<file path="src/rtl/cmpf_pkg.sv">
package cmpf_pkg;

    localparam int unsigned DATA_W  = 32;
    localparam int unsigned MODE_W  = 4;
    localparam int unsigned INSTR_W = 16;
    localparam int unsigned MAX_LSH = 4;
    localparam int unsigned MAX_RSH = 6;

    localparam logic [INSTR_W-1:0] CMP_OPCODE = 16'hFF59;

    typedef struct packed {
        logic n;
        logic z;
        logic c;
    } flags_t;

    localparam flags_t FLAGS_RESET = '{n: 1'b0, z: 1'b0, c: 1'b0};

    typedef enum logic [1:0] {
        SH_NONE  = 2'd0,
        SH_LEFT  = 2'd1,
        SH_RIGHT = 2'd2
    } shift_kind_e;

    // Classify a signed mode value into a shift direction.
    function automatic shift_kind_e classify_mode(input logic signed [MODE_W-1:0] m);
        int v;
        v = int'(m);
        if (v > 0 && v <= int'(MAX_LSH))
            return SH_LEFT;
        else if (v < 0 && -v <= int'(MAX_RSH))
            return SH_RIGHT;
        else
            return SH_NONE;
    endfunction

endpackage

</file>
<file path="src/rtl/cmpf_decode.sv">
module cmpf_decode
    import cmpf_pkg::*;
#(
    parameter int unsigned IW = INSTR_W,
    parameter logic [IW-1:0] OPC = CMP_OPCODE
) (
    input  logic [IW-1:0] instr_i,
    input  logic          exec_i,
    input  logic          rpt_active_i,
    output logic          match_o,
    output logic          fire_o,
    output logic          rpt_clear_o
);

    always_comb begin
        match_o     = (instr_i == OPC);
        fire_o      = exec_i && match_o;
        // The compare is not repeatable: kill any active repeat.
        rpt_clear_o = fire_o && rpt_active_i;
    end

endmodule

</file>
<file path="src/rtl/cmpf_shifter.sv">
module cmpf_shifter
    import cmpf_pkg::*;
#(
    parameter int unsigned DW   = DATA_W,
    parameter int unsigned MW   = MODE_W,
    parameter int unsigned NLSH = MAX_LSH,
    parameter int unsigned NRSH = MAX_RSH
) (
    input  logic [DW-1:0] data_i,
    input  logic [MW-1:0] mode_i,
    output logic [DW-1:0] data_o
);

    localparam int unsigned NCAND = NLSH + NRSH + 1;

    logic [DW-1:0] cand_l [0:NLSH];
    logic [DW-1:0] cand_r [1:NRSH];
    shift_kind_e   kind;

    genvar gl;
    generate
        for (gl = 0; gl <= int'(NLSH); gl++) begin : g_lsh
            assign cand_l[gl] = data_i << gl;
        end
    endgenerate

    genvar gr;
    generate
        for (gr = 1; gr <= int'(NRSH); gr++) begin : g_rsh
            assign cand_r[gr] = $unsigned($signed(data_i) >>> gr);
        end
    endgenerate

    always_comb begin
        int m;
        m      = int'($signed(mode_i));
        kind   = classify_mode($signed(mode_i));
        data_o = data_i;
        unique case (kind)
            SH_LEFT: begin
                for (int k = 1; k <= int'(NLSH); k++)
                    if (m == k) data_o = cand_l[k];
            end
            SH_RIGHT: begin
                for (int k = 1; k <= int'(NRSH); k++)
                    if (m == -k) data_o = cand_r[k];
            end
            default: data_o = cand_l[0];
        endcase
    end

    initial begin
        if (NCAND > (1 << MW))
            $error("shift range does not fit the mode field");
    end

endmodule

</file>
<file path="src/rtl/cmpf_flagcalc.sv">
module cmpf_flagcalc
    import cmpf_pkg::*;
#(
    parameter int unsigned DW = DATA_W
) (
    input  logic [DW-1:0] lhs_i,
    input  logic [DW-1:0] rhs_i,
    output flags_t        flags_o
);

    localparam int unsigned XW = DW + 1;

    logic [XW-1:0] sdiff;
    logic [XW-1:0] udiff;

    always_comb begin
        // Signed view widened by one bit: its top bit is the exact sign.
        sdiff = {lhs_i[DW-1], lhs_i} - {rhs_i[DW-1], rhs_i};
        // Unsigned view widened by one bit: its top bit is the borrow.
        udiff = {1'b0, lhs_i} - {1'b0, rhs_i};
        flags_o.n = sdiff[XW-1];
        flags_o.z = (udiff[DW-1:0] == '0);
        flags_o.c = ~udiff[XW-1];
    end

endmodule

</file>
<file path="src/rtl/cmpf_unit.sv">
module cmpf_unit
    import cmpf_pkg::*;
#(
    parameter int unsigned DW = DATA_W,
    parameter int unsigned MW = MODE_W,
    parameter int unsigned IW = INSTR_W
) (
    input  logic          clk,
    input  logic          rst,
    input  logic [DW-1:0] acc_i,
    input  logic [DW-1:0] prod_i,
    input  logic [MW-1:0] shift_mode_i,
    input  logic [IW-1:0] instr_i,
    input  logic          exec_i,
    input  logic          rpt_active_i,
    output logic          flag_n_o,
    output logic          flag_z_o,
    output logic          flag_c_o,
    output logic          op_match_o,
    output logic          rpt_clear_o
);

    logic          fire;
    logic [DW-1:0] prod_sh;
    flags_t        next_flags;
    flags_t        flags_q;

    cmpf_decode #(.IW(IW), .OPC(CMP_OPCODE)) u_decode (
        .instr_i      (instr_i),
        .exec_i       (exec_i),
        .rpt_active_i (rpt_active_i),
        .match_o      (op_match_o),
        .fire_o       (fire),
        .rpt_clear_o  (rpt_clear_o)
    );

    cmpf_shifter #(.DW(DW), .MW(MW), .NLSH(MAX_LSH), .NRSH(MAX_RSH)) u_shift (
        .data_i (prod_i),
        .mode_i (shift_mode_i),
        .data_o (prod_sh)
    );

    cmpf_flagcalc #(.DW(DW)) u_calc (
        .lhs_i   (acc_i),
        .rhs_i   (prod_sh),
        .flags_o (next_flags)
    );

    always_ff @(posedge clk) begin
        if (rst)
            flags_q <= FLAGS_RESET;
        else if (fire)
            flags_q <= next_flags;
    end

    assign flag_n_o = flags_q.n;
    assign flag_z_o = flags_q.z;
    assign flag_c_o = flags_q.c;

endmodule

</file>
<file path="config.mk">
export PLATFORM = sky130hd
export DESIGN_NAME = cmpf_unit
export DESIGN_NICKNAME = d
export VERILOG_FILES = /design/src/rtl/cmpf_pkg.sv /design/src/rtl/cmpf_decode.sv /design/src/rtl/cmpf_shifter.sv /design/src/rtl/cmpf_flagcalc.sv /design/src/rtl/cmpf_unit.sv
export SDC_FILE = /design/constraint.sdc
export NUM_CORES = 1
export LEC_CHECK = 0
export BUFFER_PORTS_ARGS = -buffer_cell sky130_fd_sc_hd__buf_2
export CAP_MARGIN = 0
export CORE_ASPECT_RATIO = 0.8
export CORE_MARGIN = 2
export CORE_UTILIZATION = 60
export CTS_CLUSTER_DIAMETER = 200
export DETAILED_ROUTE_END_ITERATION = 8
export PLACE_DENSITY_LB_ADDON = 0.1
export SYNTH_ARGS = -nofsm -noshare
export SYNTH_HDL_FRONTEND = slang
export SYNTH_SLANG_ARGS = --single-unit
</file>
<file path="constraint.sdc">
create_clock -name clk -period 7.9 [get_ports clk]
set_input_delay 0.79 -clock clk [delete_from_list [all_inputs] [get_ports clk]]
set_output_delay 0.79 -clock clk [all_outputs]
set_load 0.02 [all_outputs]
</file>
==> results.toml, run 1 <==
[outcome]
status = "finished clean"

[cells_and_area]
multi_input_area_um2 = 5010
final_layout_size_suffix_gt1_share_pct = 13.09
layout.filler_cells = 898
fin_nets = 1080
syn2layout_area_growth_pct = 7.120
layout_commonest_cell = "nand2_1"
antenna_cells = 0
mostFrequentLayoutCells = "nand2_1 (143), a21oi_1 (111), nor2_1 (94)"
ff_latch_area_um2 = 60.06

[sta]
period_needed_ns = 6.524
setup_tns_ns = 0
fmax_mhz = 153.3
final_hold_viol_count = 0
worst_slew_pin_slew_ns = 1.079
finalMaxSlewViolations = 0
rsz0062_at_grt = "false"
report.final.setup_viol = 0
maxSlewHeadroom_pct = 27.90
finalClockSkew_ns = 0
fin_crit_sh_pct = 82.58

[synthesis]
synth_top_area_share_pct = 10.04
async_flop_share_pct = 0
synthesis.nets = 1074
synth_area_um2 = 5535
ys_seq_area_share_pct = 1.085
avgSynthCellArea_um2 = 5.876
yosys_warnings = 0
synth.largest_area_cell = "a21oi_1"
ys_types = 68
synthTopCellsByArea = "a21oi_1 (10%), ha_1 (9.7%), nand2_1 (9.7%)"
synthCells = 942
synth-main-ff-cell = "dfxtp_1"
synth_edf_count = 0
ys_seq_elements = 3

[routing]
drt_iter0_drc = 1206
drt_first_pass_iters = 7
wire_per_inst_um = 18.56
drc = 0
viasPerCell = 7.059
drtAntennaViolNets = 0
via_count = 7497
wirelength_mm = 19.71

[worst_hold_path]
min_path_cells = 2
min_path_type = "flip-flop to flip-flop"
min_from = "flag_n_o$_SDFFE_PP0P_"
hold_end = "flag_n_o$_SDFFE_PP0P_"

[critical_path]
worstSetupPathType = "primary input to flip-flop"
cp.arrival_ns = 6.70
r2r_cells = 2
start_kind = "primary input"
timing.rr.start = "flag_z_o$_SDFFE_PP0P_"
cp-end-kind = "flip-flop"
path_max_fanout = 47
r2r_slack_ns = 7.08
crit_required_ns = 8.08
r2r_end = "flag_z_o$_SDFFE_PP0P_"

[power]
leakage_nw = 2.648
power.density_nw_per_um2 = 107.2
total_power_w = 0.0006358
vdd_ir_drop_max_v = 0.00008289

[clock_tree]
ctsHoldBuffers = 0
cts_tree = "yes"
post_cts_buffers = 0
clock-root-buffer = "clkbuf_16"
worstSkewPairLatency_ns = 0.23
htreeDepth = 1
cts-resized-gates = 0
path_clk_slew_ns = 0.04
clk_path_buf_depth = 2
clkSinkCount = 3
cts-buffers-inserted = 3

[floorplan]
io_pins = 93
die_x_um = 111.4
core_area_um2 = 8999
dieArea_um2 = 10010
die_h_um = 89.91
row_count = 31
initial_core_util_pct = 61.51

[global_routing]
grt_max_degree = 59
track_usage_pct = 37.66
grt.overflow.total = 0
grt_pass1_wl_mm = 32.56
grt_pass1_vias = 6627
antenna_found_initial = 0

[placed_design]
hpwl_mm = 14.54
portBuffers = 92
gp_congestion = 1.019

[job]
max-cap-violations = 0
Yosys cell counts, types with 9 or more instances:
cell type and instances:
xnor2_1 9, o22ai_1 34, a21oi_1 111, nand3_1 33
o221ai_1 23, nor2_1 94, o21ai_0 90, a31oi_1 17
mux2i_1 39, ha_1 43, nand2_1 143, a211oi_1 50
nor3_1 10, clkbuf_1 96, o211ai_1 9, inv_1 21
metal layers:
layer	track usage (%)	vias to the layer above	part of all wire (%)
met5	0	-	0
met1	55.54	3338	42
li1	-	3517	-
met3	3.574	73	12
met4	10.29	0	3.1
met2	58.28	569	42
registers in the layout (all words and copies together) (netlist names):
register,flops
flag_c_o,1
flag_n_o,1
flag_z_o,1
how the worst max path moves through the flow:
stage,startpoint,to,slack [ns],depth (start not counted)
after floorplan,shift_mode_i[2],flag_z_o$_SDFFE_PP0P_,2.14,26
after global placement,shift_mode_i[2],flag_z_o$_SDFFE_PP0P_,1.44,26
after detailed placement,shift_mode_i[2],flag_z_o$_SDFFE_PP0P_,1.40,26
after CTS,shift_mode_i[2],flag_z_o$_SDFFE_PP0P_,1.64,26
after global routing,shift_mode_i[0],flag_z_o$_SDFFE_PP0P_,0.86,22
final,shift_mode_i[2],flag_z_o$_SDFFE_PP0P_,1.38,26
cells by family after synthesis:
logic type / count (synthesis) / synth area share (%)
AO/OA/AOI/OAI: 391 / 45.23
XOR/XNOR: 15 / 2.373
adder cells (fa/ha/maj): 44 / 10.08
buffers and inverters: 125 / 8.612
flip-flops: 3 / 1.085
multiplexers: 39 / 7.052
AND/OR/NAND/NOR: 325 / 25.57
stage by stage:
step	hold slack, ns	cells	instance area, µm²	util [%]	setup slack [ns]
3_3_place_gp	0.5119	1058	5851	65.02	1.444
3_5_place_dp	0.5282	1058	5851	65.02	1.399
2_1_floorplan	0.5804	942	5535	-	2.135
6_report	0.5270	1062	5929	65.89	1.376
4_1_cts	0.5331	1062	5929	65.89	1.639
5_1_grt	0.5607	1062	5929	65.89	0.8567
report_power, final:
| group | internal (W) | switching, W | leakage, nW |
|---|---|---|---|
| Sequential | 0.0000152 | 0.0000000000649 | 0.0241 |
| Clock | 0.0000671 | 0.0000193 | 0.0382 |
| Combinational | 0.000200 | 0.000334 | 2.59 |
| Total | 0.000282 | 0.000354 | 2.65 |
critical path, cell delays in order:
cell	delay, ns
buf_2	0.20
or3_1	0.42
nand2b_1	0.16
ha_1	0.28
nand2_1	0.07
nor3_1	0.04
nand4b_1	0.08
a31oi_1	0.05
o21ai_2	0.24
buf_4	0.44
nand2_1	0.35
o21ai_0	0.22
a21o_1	0.15
ha_1	0.15
inv_1	0.06
fa_1	0.45
a211oi_4	0.37
o211ai_2	0.16
a32o_2	0.32
o21ai_2	0.17
xnor2_1	0.13
a2111oi_0	0.55
and4b_1	0.29
nand4_1	0.10
nor4_1	0.29
a22o_1	0.17
layout make-up:
cell class / instances / share of cell area, %
multi-input cells: 814 / 84.49
well taps: 115 / 2.427
flip-flops and latches: 3 / 1.013
repair buffers: 105 / 9.411
clock buffers: 4 / 1.329
inverters: 21 / 1.329
Note: power is estimated with default switching activity, not from simulation.
==> run 2: changes to the inputs <==
Settings changed: ABC_AREA set to 1.
Clock period 7.9 ns to 6.8 ns, I/O delays scaled along.
==> results.toml, run 2 <==
[routing]
viasPerCell = 6.227
drt_first_pass_iters = 9
drc = 0
drt_iter0_drc = 1453
wirelength_mm = 23.22
wire_per_inst_um = 16.22
via_count = 8917
drtAntennaViolNets = 0

[synthesis]
ys_seq_elements = 3
synth_top_area_share_pct = 20.92
synthXorXnorAreaFrac_pct = 0.8113
synth-main-ff-cell = "dfxtp_1"
avgSynthCellArea_um2 = 5.092
synth.largest_area_cell = "nand2_1"
synth_edf_count = 0
synth-compound-area-share_pct = 33.75
synth-simple-area-share_pct = 38.32
yosys_warnings = 0
ys_types = 45
synth.area.mux_share_pct = 0
synthCells = 1272
synth_area_um2 = 6477
synth.most_common_cell = "nand2_1"
async_flop_share_pct = 0
synthTopCellsByArea = "nand2_1 (21%), inv_1 (10%), ha_1 (8.3%)"
synth_common_cells = "nand2_1 (361), inv_1 (175), o21ai_1 (99)"
synthesis.nets = 1404
synth_top_family_by_area = "simple AND/OR/NAND/NOR gates"
ys_seq_area_share_pct = 0.9272
synth_fa_ha_area_share_pct = 8.615

[clock_tree]
path_clk_slew_ns = 0.03
cts-buffers-inserted = 3
cts_tree = "yes"
post_cts_buffers = 0
ctsHoldBuffers = 0
cts-resized-gates = 0
clkSinkCount = 3
worstSkewPairLatency_ns = 0.22
clk_path_buf_depth = 2
htreeDepth = 1
clock-root-buffer = "clkbuf_16"

[cells_and_area]
multi_input_area_um2 = 5281
antenna_cells = 0
layout.filler_cells = 1111
ff_latch_area_um2 = 60.06
final_layout_size_suffix_gt1_share_pct = 11.46
layout_commonest_cell = "nand2_1"
fin_nets = 1425
final_area_um2 = 6804
mostFrequentLayoutCells = "nand2_1 (360), inv_1 (175), o21ai_1 (99)"
syn2layout_area_growth_pct = 5.042

[global_routing]
grt_pass1_wl_mm = 39.06
grt_pass1_vias = 7914
track_usage_pct = 39.39
antenna_found_initial = 0
grt.overflow.total = 0
grt_max_degree = 64

[floorplan]
die_x_um = 120.2
initial_core_util_pct = 62.50
die_h_um = 96.94
core_area_um2 = 10360
io_pins = 93
dieArea_um2 = 11650
row_count = 33

[worst_hold_path]
min_from = "flag_z_o$_SDFFE_PP0P_"
hold_end = "flag_z_o$_SDFFE_PP0P_"
min_path_type = "flip-flop to flip-flop"
min_path_cells = 2

[sta]
fmax_mhz = 191.7
final_hold_viol_count = 0
finalMaxSlewViolations = 0
period_needed_ns = 5.215
rsz0062_at_grt = "false"
setup_ws_ns = 1.585
finalClockSkew_ns = 0
worst_slew_pin_slew_ns = 1.177
fin_crit_sh_pct = 76.70
setup_tns_ns = 0
report.final.setup_viol = 0
maxSlewHeadroom_pct = 21.45

[power]
vdd_ir_drop_max_v = 0.0001208
p_sw_w = 0.0004799
leakage_nw = 3.551
pwr-share-comb_pct = 86.3
power.density_nw_per_um2 = 119.0
clkPwrFrac_pct = 11.6
pwr-share-seq_pct = 2.2
total_power_w = 0.0008097
switching_share_pct = 59.27
p_int_w = 0.0003298

[critical_path]
r2r_cells = 4
worstSetupPathType = "primary input to flip-flop"
timing.rr.start = "flag_n_o$_SDFFE_PP0P_"
r2r_end = "flag_n_o$_SDFFE_PP0P_"
path_max_fanout = 28
cp-end-kind = "flip-flop"
cp.arrival_ns = 5.36
start_kind = "primary input"
r2r_slack_ns = 6.09
crit_required_ns = 6.95

[placed_design]
dp_slack_ns = 1.570
hpwl_mm = 17.34
dpl_cell_area_um2 = 6725
portBuffers = 92
gp_congestion = 1.004

[job]
max-cap-violations = 0

[outcome]
status = "finished clean"
run 2: cells by family after synthesis:
group,after synthesis
compound gates,370
xor+xnor,6
fa+ha+maj,44
buf+inv,269
flops,3
simple gates,580
run 2: layout make-up:
class,count,area share (%)
multi-input combinational,1000,77.62
timing repair buffer,97,7.319
inverter,188,10.45
clock buffer,4,1.159
tap,140,2.574
sequential,3,0.8827
run 2: stage by stage:
stage               hold slack (ns)  util [%]  cells
floorplan                    0.5375         -   1272
global placement             0.4510     64.89   1428
detailed placement           0.4536     64.89   1428
CTS                          0.4783     65.65   1432
global route                 0.5163     65.65   1432
finish                       0.4775     65.65   1432
run 2: power groups by stage:
stage	sequential [W]	clock, W	combinational [W]
after global routing	0.0000177	0.0000969	0.000785
after detailed placement	0.0000180	0	0.000672
final	0.0000177	0.0000936	0.000698
after global placement	0.0000180	0	0.000669
after CTS	0.0000177	0.0000936	0.000675
after floorplan	0.0000180	0	0.000514
run 2: worst max path at each step:
stage	startpoint	end	cells after the start
floorplan	shift_mode_i[0]	flag_z_o$_SDFFE_PP0P_	29
global placement	shift_mode_i[0]	flag_z_o$_SDFFE_PP0P_	27
detailed placement	shift_mode_i[0]	flag_z_o$_SDFFE_PP0P_	28
CTS	shift_mode_i[0]	flag_z_o$_SDFFE_PP0P_	28
global route	shift_mode_i[0]	flag_z_o$_SDFFE_PP0P_	28
finish	shift_mode_i[0]	flag_z_o$_SDFFE_PP0P_	28
run 2: worst max-delay path: stages:
cell     delay, ns
buf_2         0.11
inv_1         0.15
ha_1          0.28
nand2_1       0.08
ha_1          0.29
nand4_1       0.11
o31ai_2       0.28
nand3_2       0.60
nor2_1        0.27
o21ai_1       0.10
nand3_1       0.07
o21ai_0       0.28
fa_1          0.56
nand2_1       0.10
nand2_1       0.10
nand3_1       0.12
nand2_1       0.10
nand2_1       0.10
nand2_1       0.13
nand2_1       0.11
nand2_1       0.05
nand2_1       0.05
nand2_1       0.04
nor2_1        0.12
nand2_1       0.07
nor2_1        0.13
nand3_1       0.11
a21oi_1       0.15
run 2: metal layers:
metal	share of wire [%]	track usage, %	up-vias
met2	40	57.87	692
met3	13	5.660	59
li1	-	-	4294
met5	0	0	-
met4	2.5	8.959	0
met1	44	59.67	3872
==> run 3: changes to the inputs <==
Settings changed: ABC_AREA 1 to 0, CORE_UTILIZATION 60 to 54.
Clock period 6.8 ns to 4.6 ns, I/O delays scaled along.
==> results.toml, run 3 (synthesis gave the netlist of run 1 again) <==
[sta]
maxSlewHeadroom_pct = 68.62
final_hold_viol_count = 0
fin_crit_sh_pct = 109.6
fmax_mhz = 198.3
setup_ws_ns = -0.4421
report.final.setup_viol = 3
rsz0062_at_grt = "true"
period_needed_ns = 5.042
finalMaxSlewViolations = 0
finalClockSkew_ns = 0
worst_slew_pin_slew_ns = 0.4658

[clock_tree]
path_clk_slew_ns = 0.04
worstSkewPairLatency_ns = 0.24
clk_path_buf_depth = 2
cts-buffers-inserted = 3
ctsHoldBuffers = 0
clock-root-buffer = "clkbuf_16"
clkSinkCount = 3
cts_tree = "yes"
htreeDepth = 1

[critical_path]
worst-path-stages = 23
worstSetupPathType = "primary input to flip-flop"
cp_num_buf_inv = 3
start_kind = "primary input"
critPathMaxStageDelay_ns = 0.38
path_cells = "buf_6, or3_4, buf_4, ha_1, nand2_2, nor3_2, nand4b_1, a31oi_2, o21ai_4, buf_6, a2111oi_4, a211oi_2, ha_1, nor2b_1, o31a_1, o211ai_1, a31oi_2, o211ai_1, a21oi_2, a211o_1, a221o_1, nor4_2, a22o_1"
cp-end-kind = "flip-flop"
crit_required_ns = 4.78
cp_slowest_cell = "or3_4"
path_max_fanout = 6
cp_top_family = "compound AO/OA/AOI/OAI gates"
r2r_cells = 2
cp.arrival_ns = 5.22

[placed_design]
hpwl_mm = 16.78
portBuffers = 92
dpl.cell_count = 1251
dp_slack_ns = -0.8809
gp_congestion = 1.008

[global_routing]
grt_pass1_wl_mm = 34.61
grt.overflow.total = 0
grt_max_degree = 29
grt_pass1_vias = 7191
antenna_found_initial = 0
track_usage_pct = 37.67

[routing]
drt_first_pass_iters = 6
wire_per_inst_um = 17.27
wirelength_mm = 21.88
drc = 0
via_count = 8237
viasPerCell = 6.501
drtAntennaViolNets = 0
drt_iter0_drc = 968

[outcome]
violations = "negative setup slack"
status = "finished, violations left"

[cells_and_area]
mostFrequentLayoutCells = "buf_4 (180), nand2_1 (141), a21oi_1 (107)"
final_layout_size_suffix_gt1_share_pct = 30.26
layout_commonest_cell = "buf_4"
layout.filler_cells = 804
antenna_cells = 0
syn2layout_area_growth_pct = 39.24
fin_cells = 1267
fin_nets = 1260

[floorplan]
io_pins = 93
initial_core_util_pct = 54.72
dieArea_um2 = 11080
die_h_um = 94.56
row_count = 33
core_area_um2 = 10120
die_x_um = 117.2

[job]
max-cap-violations = 0

[power]
leakage_nw = 3.611
power.density_nw_per_um2 = 183.6
total_power_w = 0.001415
vdd_ir_drop_max_v = 0.0001362

[worst_hold_path]
min_path_cells = 2
min_path_type = "primary input to flip-flop"
run 3: cell count changes in the layout (fill, tap and decap cells not counted), sizes merged, moves of 9 or more:
| cell | before | now |
|---|---|---|
| o21ai | 171 | 93 |
| a21oi | 76 | 113 |
| inv | 188 | 21 |
| nand3 | 71 | 33 |
| mux2i | 0 | 39 |
| o211ai | 54 | 10 |
| buf | 97 | 285 |
| a211oi | 4 | 51 |
| a31oi | 1 | 17 |
| o2111ai | 11 | 2 |
| nor2 | 107 | 94 |
| nand2 | 372 | 143 |
run 3: final timing paths:
path / to / slack [ns] / start
max: flag_z_o$_SDFFE_PP0P_ / -0.44 / shift_mode_i[0]
min: flag_c_o$_SDFFE_PP0P_ / 0.44 / rst
max reg2reg: flag_z_o$_SDFFE_PP0P_ / 3.77 / flag_z_o$_SDFFE_PP0P_
min reg2reg: flag_c_o$_SDFFE_PP0P_ / 0.52 / flag_c_o$_SDFFE_PP0P_
run 3: layout make-up:
class / count / area, µm² / share of cell area [%]
flip-flops and latches: 3 / 60.06 / 0.7792
inverters: 21 / 78.83 / 1.023
repair buffers: 285 / 2058 / 26.70
multi-input cells: 814 / 5256 / 68.20
clock buffers: 4 / 78.83 / 1.023
well taps: 140 / 175.2 / 2.273
run 3: what timing repair did:
action                                  CTS  global route
endpoints found under the hold margin     0             0
buffers inserted                          7             5
pin swaps                                23            26
endpoints found under the setup margin    3             3
resized for setup                        20            24
run 3: routing by layer:
layer  wire length (µm)  part of all wire, %  GRT usage (%)
met3               2138                  9.8          2.888
met4                662                  3.0          10.39
met1               9281                   42          53.58
met5                  0                    0              0
met2               9796                   45          60.73
run 3: stage by stage:
stage	TNS [ns]	utilization, %	area (µm²)	hold slack, ns
3_5_place_dp	-2.232	72.49	7333	0.5109
6_report	-0.8969	76.19	7707	0.4445
5_1_grt	-1.550	76.19	7707	0.4538
2_1_floorplan	-0.5901	-	5627	0.5328
4_1_cts	-1.025	74.76	7562	0.4346
3_3_place_gp	-1.572	72.49	7333	0.5083
run 3: power by group:
part	total [W]	switching, W	leakage [nW]	internal [W]
sequential	0.0000261	0.000000000103	0.0241	0.0000261
combinational	0.00124	0.000665	3.55	0.000576
clock	0.000147	0.0000319	0.0382	0.000115
total	0.00141	0.000697	3.61	0.000718
